**config.mk**
```make
export PLATFORM = sky130hd
export DESIGN_NAME = array_sum_unit
export DESIGN_NICKNAME = d
export VERILOG_FILES = /design/src/rtl/asum_pkg.sv /design/src/rtl/asum_rst_sync.sv /design/src/rtl/asum_mux_reg.sv /design/src/rtl/asum_ctrl.sv /design/src/rtl/asum_datapath.sv /design/src/rtl/array_sum_unit.sv
export SDC_FILE = /design/constraint.sdc
export NUM_CORES = 1
export LEC_CHECK = 0
export CORE_MARGIN = 1
export CORE_UTILIZATION = 45
export CTS_BUF_LIST = sky130_fd_sc_hd__clkbuf_8
export DETAILED_ROUTE_END_ITERATION = 6
export GPL_ROUTABILITY_DRIVEN = 0
export PLACE_DENSITY = 0.84
export SLEW_MARGIN = 0
export SYNTH_ARGS = -nofsm -noshare
export SYNTH_HDL_FRONTEND = slang
export SYNTH_SLANG_ARGS = --single-unit
```
**constraint.sdc**
```tcl
create_clock -name clk -period 2.15 [get_ports clk]
set_clock_uncertainty 0.05 [all_clocks]
set_input_delay 0.43 -clock clk [delete_from_list [all_inputs] [get_ports clk]]
set_output_delay 0.43 -clock clk [all_outputs]
set_load 0.01 [all_outputs]
```
**src/rtl/asum_pkg.sv**
```systemverilog
package asum_pkg;
  typedef enum logic [2:0] {
    S_IDLE  = 3'd0,
    S_SETUP = 3'd1,
    S_TEST  = 3'd2,
    S_READ  = 3'd3,
    S_ADD   = 3'd4,
    S_STEP  = 3'd5,
    S_FIN   = 3'd6
  } asum_state_e;
endpackage

```
**src/rtl/asum_rst_sync.sv**
```systemverilog
module asum_rst_sync #(
  parameter int STAGES = 2
) (
  input  logic clk,
  input  logic rst_n,
  output logic rst_sync_n
);
  logic [STAGES-1:0] pipe_q;

  always_ff @(posedge clk or negedge rst_n) begin
    if (!rst_n) pipe_q <= '0;
    else        pipe_q <= {pipe_q[STAGES-2:0], 1'b1};
  end

  assign rst_sync_n = pipe_q[STAGES-1];
endmodule

```
**src/rtl/asum_mux_reg.sv**
```systemverilog
// Register with a two-way input selector: starting value or updated value.
module asum_mux_reg #(
  parameter int W = 8
) (
  input  logic         clk,
  input  logic         rst_n,
  input  logic         en,
  input  logic         sel_init,
  input  logic [W-1:0] init_val,
  input  logic [W-1:0] upd_val,
  output logic [W-1:0] q
);
  logic [W-1:0] d;

  always_comb d = sel_init ? init_val : upd_val;

  always_ff @(posedge clk or negedge rst_n) begin
    if (!rst_n)  q <= '0;
    else if (en) q <= d;
  end
endmodule

```
**src/rtl/asum_ctrl.sv**
```systemverilog
module asum_ctrl
  import asum_pkg::*;
(
  input  logic clk,
  input  logic rst_n,
  input  logic start,
  input  logic more_left,
  output logic init,
  output logic acc_en,
  output logic step_en,
  output logic mem_rd,
  output logic done
);
  asum_state_e state_q, state_d;

  always_comb begin
    state_d = state_q;
    unique case (state_q)
      S_IDLE:  if (start) state_d = S_SETUP;
      S_SETUP: state_d = S_TEST;
      S_TEST:  state_d = more_left ? S_READ : S_FIN;
      S_READ:  state_d = S_ADD;
      S_ADD:   state_d = S_STEP;
      S_STEP:  state_d = S_TEST;
      S_FIN:   if (start) state_d = S_SETUP;
      default: state_d = S_IDLE;
    endcase
  end

  always_ff @(posedge clk or negedge rst_n) begin
    if (!rst_n) state_q <= S_IDLE;
    else        state_q <= state_d;
  end

  always_comb begin
    init    = (state_q == S_SETUP);
    mem_rd  = (state_q == S_READ);
    acc_en  = (state_q == S_ADD);
    step_en = (state_q == S_STEP);
    done    = (state_q == S_FIN);
  end
endmodule

```
**src/rtl/asum_datapath.sv**
```systemverilog
module asum_datapath #(
  parameter int DATA_W = 32,
  parameter int ADDR_W = 16,
  parameter int COUNT  = 128
) (
  input  logic              clk,
  input  logic              rst_n,
  input  logic              init,
  input  logic              acc_en,
  input  logic              step_en,
  input  logic [ADDR_W-1:0] base_addr,
  input  logic [DATA_W-1:0] mem_rdata,
  output logic              more_left,
  output logic [ADDR_W-1:0] mem_addr,
  output logic [DATA_W-1:0] sum
);
  localparam int IDX_W = $clog2(COUNT + 1);

  logic [DATA_W-1:0] acc_q;
  logic [IDX_W-1:0]  idx_q;
  logic [ADDR_W-1:0] addr_q;

  asum_mux_reg #(.W(DATA_W)) u_acc (
    .clk(clk), .rst_n(rst_n), .en(init | acc_en), .sel_init(init),
    .init_val('0), .upd_val(acc_q + mem_rdata), .q(acc_q)
  );

  asum_mux_reg #(.W(IDX_W)) u_idx (
    .clk(clk), .rst_n(rst_n), .en(init | step_en), .sel_init(init),
    .init_val('0), .upd_val(idx_q + IDX_W'(1)), .q(idx_q)
  );

  asum_mux_reg #(.W(ADDR_W)) u_addr (
    .clk(clk), .rst_n(rst_n), .en(init | step_en), .sel_init(init),
    .init_val(base_addr), .upd_val(addr_q + ADDR_W'(1)), .q(addr_q)
  );

  assign more_left = (idx_q < IDX_W'(COUNT));
  assign mem_addr  = addr_q;
  assign sum       = acc_q;
endmodule

```
**src/rtl/array_sum_unit.sv**
```systemverilog
module array_sum_unit #(
  parameter int DATA_W = 32,
  parameter int ADDR_W = 16,
  parameter int COUNT  = 128
) (
  input  logic              clk,
  input  logic              rst_n,
  input  logic              start,
  input  logic [ADDR_W-1:0] base_addr,
  output logic [ADDR_W-1:0] mem_addr,
  output logic              mem_rd,
  input  logic [DATA_W-1:0] mem_rdata,
  output logic              done,
  output logic [DATA_W-1:0] sum
);
  logic rst_int_n;
  logic init, acc_en, step_en, more_left;

  asum_rst_sync #(.STAGES(2)) u_rst (
    .clk(clk), .rst_n(rst_n), .rst_sync_n(rst_int_n)
  );

  asum_ctrl u_ctrl (
    .clk(clk), .rst_n(rst_int_n), .start(start), .more_left(more_left),
    .init(init), .acc_en(acc_en), .step_en(step_en),
    .mem_rd(mem_rd), .done(done)
  );

  asum_datapath #(.DATA_W(DATA_W), .ADDR_W(ADDR_W), .COUNT(COUNT)) u_dp (
    .clk(clk), .rst_n(rst_int_n), .init(init), .acc_en(acc_en),
    .step_en(step_en), .base_addr(base_addr), .mem_rdata(mem_rdata),
    .more_left(more_left), .mem_addr(mem_addr), .sum(sum)
  );
endmodule

```
# Word-level counts from Yosys, hierarchy flattened
# Cells that the tools add are included.
# word_totals
regBits	61
in_bits	51
output_inout_bits	50
# classes
n_addsub	3
n_lt_le_gt_ge	1
eq_ne	7
muxes	6
n_bitwise	2
n_reduce_logical	3
# ops
operator	n
$add A32 B32 Y32	1
$mux W32	1
$add A16 B1 Y16 const B	1
$mux W16	1
$pmux W3 S5	1
$eq A3 B3 Y1 const B	3
$add A8 B1 Y8 const B	1
$lt A8 B8 Y1 const B	1
$mux W8	1
$eq A3 B2 Y1 const B	2
$mux W3	2
$reduce_or A2 Y1	2
$eq A3 B1 Y1 const B	1
$logic_not A3 Y1	1
$ne A2 B1 Y1 const B	1
$or A1 B1 Y1	2

# Logic depth before layout (Yosys ltp)
# depth
ltp_word	3
depth_mapped	10
ltp_nobuf	10

# Hierarchy
# Synthesis repeated with hierarchy kept, for this count alone.
# hier_totals
hier_cells	592
hier_area_um2	5098.6
# modules_own_cells
mod	n_inst	cells_per_inst	area_per_inst_um2	seq_area_each_um2
asum_datapath	1	324	2234.6	0.0
asum_mux_reg at u_dp.u_acc	1	139	1506.4	800.8
asum_mux_reg at u_dp.u_addr	1	69	745.7	400.4
asum_mux_reg at u_dp.u_idx	1	35	384.1	200.2
asum_ctrl	1	22	173.9	75.1
asum_rst_sync	1	3	53.8	50.0

# Worst setup path after synthesis
# Ideal clock, no wire load.
# synth_timing
path_kind	input -> register
start	input mem_rdata[0]
end	register u_dp.u_acc.q[28]
setup_time_ns	0.121
t_arrival_ns	2.507
setup_slack_ns	-0.528
cell_stages	10
path_buffers	0
path_cell_list	ha_1 fa_1 a211oi_2 o21ai_1 a32oi_4 o221ai_2 a21oi_2 o211ai_2 xor2_1 a22o_1
# synth_between
elab_chain_cells	2
# synth_rtl
element	line	rtl
from (decl)	array_sum_unit.sv:12	input logic [DATA_W-1:0] mem_rdata,
$add A32 B32 Y32	asum_datapath.sv:25	.init_val('0), .upd_val(acc_q + mem_rdata), .q(acc_q)
$mux W32	asum_mux_reg.sv:15	always_comb d = sel_init ? init_val : upd_val;
to (signal assigned)	asum_mux_reg.sv:18	if (!rst_n) q <= '0;
to (signal assigned)	asum_mux_reg.sv:19	else if (en) q <= d;
to (decl)	asum_mux_reg.sv:11	output logic [W-1:0] q
# Every way passes these cells.
# A chain may end at the register's enable or synchronous reset.

# Worst setup path in the final report
# layout_timing
start	register u_dp.u_acc.q[0]
end	register u_dp.u_acc.q[10]
# layout_between
elab_chain_cells	2
# layout_rtl
element	line
$add A32 B32 Y32	asum_datapath.sv:25
$mux W32	asum_mux_reg.sv:15
# Every way passes these cells.

==> results.py <==
metrics = {
    "run_status": {
        "status": "finished with violations",
        "violations": "negative setup slack",
    },
    "logic_synthesis": {
        "async_flop_share": 1.00,
        "avgSynthCellArea_sq_um": 8.65,
        "synth-main-ff-cell": "dfrtp_1",
        "synthesis.area_sq_um": 4320,
        "synth_cells": 499,
        "seq_area_frac_synth": 0.354,
        "synth_cell_type_count": 57,
        "yosys_warnings": 0,
        "synth-seq-cells": 61,
        "synth_edf_count": 0,
        "syn_nets": 584,
    },
    "detailed_routing": {
        "wl_um": 18500,
        "drtAntennaViolNets": 0,
        "routed_via_density": 6.36,
        "wl_per_cell_um": 21.6,
        "via_count": 5444,
        "drc": 0,
        "drt-initial-drc-count": 429,
        "first_pass_iters": 7,
    },
    "setup_path": {
        "critPathKind": "register to register",
        "crit_top_cell": "o21ai_1",
        "start_kind": "register",
        "critPathTopFamily": "compound AO/OA/AOI/OAI gates",
        "worstPathArrival_ns": 2.93,
        "r2r_start": "u_dp.u_acc.q[0]",
        "slowest_stage": "dfrtp_1",
        "rr_worst_depth": 11,
        "r2r_end": "u_dp.u_acc.q[10]",
        "crit_required_ns": 2.37,
        "slowest_delay_ns": 0.39,
        "path_buf_inv": 1,
        "crit_path_end_kind": "register",
        "cp_max_fo": 2,
        "path_cells": "ha_2 > fa_2 > a211oi_4 > buf_4 > o21bai_1 > a21o_1 > a21oi_2 > o21ai_1 > a21oi_1 > xor2_1 > o21ai_1",
        "r2r_setup_slack_ns": -0.57,
    },
    "finish": {
        "seq_area_sq_um": 1530,
        "final_cell_mix": "buf_4, clkdlybuf4s50_1, nand2_1, dfrtp_1",
        "area_delta_synth_final_pct": 67.5,
        "fin_nets": 806,
        "final_common_cell": "buf_4",
        "drive_gt1_frac": 0.329,
        "finish.utilization": 0.779,
        "multiInputGateArea_sq_um": 3290,
        "fillers": 548,
    },
    "cts": {
        "cts_root_buf": "clkbuf_8",
        "cts_buffers": 9,
        "clk_path_buf_depth": 2,
        "holdBufCountCts": 0,
        "cts.sinks": 61,
        "clk_pin_slew_ns": 0.09,
        "h-tree-depth": 3,
        "cts_tree": "done",
        "clock_latency_ns": 0.37,
    },
    "timing": {
        "slew-limit-headroom": 0.609,
        "setup_slack_ns": -0.565,
        "maxSlewViolCount": 0,
        "rsz0062_at_grt": "true",
        "setup_viol": 24,
        "fmax_ghz": 0.368,
        "finalSetupTns_ns": -6.01,
        "finalCriticalPeriod_ns": 2.72,
        "whs_ns": 0.180,
        "tightest_slew_ns": 0.587,
        "period_share": 1.26,
        "hold_violations": 0,
    },
    "power_and_ir_drop": {
        "total_power_mw": 9.95,
        "switching_share": 0.450,
        "power.internal_mw": 5.48,
        "irDropWorstVdd_mv": 0.661,
        "p_leak_nw": 3.25,
        "power.density_nw_per_um2": 1380,
        "seq_power_share": 0.212,
        "clockPowerShare": 0.098,
        "switchingPower_mw": 4.48,
        "pwr-share-comb": 0.689,
    },
    "floorplan": {
        "rows": 35,
        "io_pins": 101,
        "start_util": 0.465,
        "die_w_um": 99.9,
        "die_area_sq_um": 9990,
        "dieHeight_um": 99.9,
        "coreArea_sq_um": 9280,
    },
    "place": {
        "hpwl_um": 9740,
        "portBuffers": 100,
    },
    "global_routing": {
        "antenna_found_initial": 1,
        "track_usage": 0.335,
        "overflow": 0,
        "grt_pass1_vias": 5430,
        "grt_start_max_net_pins": 38,
        "grt_pass1_wl_um": 26000,
    },
    "hold_path": {
        "hold_path_class": "input port to asynchronous set/reset pin",
    },
    "job": {
        "maxCapViolations": 0,
    },
}
-- per-stage QoR --
step | setup slack, ns | instances | instance area, sq um
detailed placement | -0.890 | 819 | 6390
CTS | -0.384 | 849 | 7040
floorplan | -0.355 | 499 | 4440
global route | -1.01 | 855 | 7230
finish | -0.565 | 856 | 7230
global placement | -0.809 | 819 | 6390
-- Yosys cell counts (4+ instances only) --
| library cell | n | area share |
|---|---|---|
| and3_1 | 15 | 0.022 |
| o21ai_0 | 56 | 0.065 |
| nand4_1 | 6 | 0.0087 |
| xor2_1 | 15 | 0.030 |
| mux2i_1 | 7 | 0.016 |
| nand2_1 | 69 | 0.060 |
| a21o_1 | 15 | 0.026 |
| nand2b_1 | 6 | 0.0087 |
| a22o_1 | 8 | 0.016 |
| ha_1 | 33 | 0.096 |
| o22ai_1 | 12 | 0.017 |
| xnor2_1 | 13 | 0.026 |
| nand3_1 | 12 | 0.014 |
| a21oi_1 | 42 | 0.049 |
| o211ai_1 | 4 | 0.0070 |
| nor2_1 | 18 | 0.016 |
| inv_1 | 8 | 0.0070 |
| nor3_1 | 11 | 0.013 |
| dfrtp_1 | 61 | 0.35 |
| o21ai_1 | 5 | 0.0058 |
| or3_1 | 4 | 0.0058 |
| clkbuf_1 | 18 | 0.016 |
-- power by group through the flow --
| stage | Sequential [mW] | Combinational, mW | Clock, mW |
|---|---|---|---|
| 2_1_floorplan | 2.16 | 2.72 | 0 |
| 3_3_place_gp | 2.00 | 5.21 | 0 |
| 3_5_place_dp | 2.04 | 5.42 | 0 |
| 4_1_cts | 2.07 | 6.04 | 0.942 |
| 5_1_grt | 2.17 | 7.26 | 1.03 |
| 6_report | 2.11 | 6.86 | 0.977 |
-- per-layer routing --
metal,global-route usage,vias to the layer above,part of all wire
li1,-,2286,-
met1,0.363,2540,0.35
met2,0.593,456,0.48
met3,0.0710,162,0.099
met4,0.216,0,0.073
met5,0,-,0
-- logic make-up (layout without fill, tap and decap cells) --
family,after synthesis,after routing,synth area share
other cells,1,2,0.000869
xor+xnor,28,28,0.0568
simple gates,159,159,0.177
compound gates,180,180,0.268
buf+inv,28,255,0.0243
fa+ha+maj,34,34,0.100
flops,61,61,0.354
mux,8,8,0.0188
-- registers in the layout, summed over array words and instances (netlist names) --
name / cells
u_dp.u_acc.q: 32
u_ctrl.state_q: 3
u_dp.u_addr.q: 16
u_rst.pipe_q: 2
u_dp.u_idx.q: 8
-- what timing repair did --
item | 4_1_cts | 5_1_grt
resized for setup | 101 | 31
buffers inserted | 16 | 7
endpoints found under the setup margin | 27 | 27
pin swaps | 63 | 34
-- worst max-delay path by stage --
stage                    start          endpoint  slack, ns  cells past startpoint
2_1_floorplan     mem_rdata[0]  u_dp.u_acc.q[28]      -0.36                     10
4_1_cts        u_dp.u_acc.q[0]  u_dp.u_acc.q[28]      -0.38                     10
6_report       u_dp.u_acc.q[0]  u_dp.u_acc.q[10]      -0.57                     11
5_1_grt          mem_rdata[21]  u_dp.u_acc.q[26]      -1.01                     10
3_3_place_gp      mem_rdata[0]  u_dp.u_acc.q[28]      -0.81                     11
3_5_place_dp      mem_rdata[0]  u_dp.u_acc.q[28]      -0.89                     11
-- layout make-up --
class / instances / share of cell area
sequential: 61 / 0.212
clock inverter: 6 / 0.00536
antenna: 1 / 0.000346
clock buffer: 10 / 0.0190
timing repair buffer: 231 / 0.282
inverter: 8 / 0.00415
tap: 129 / 0.0223
multi-input combinational: 410 / 0.455
Note: power is estimated with default switching activity, not from simulation.
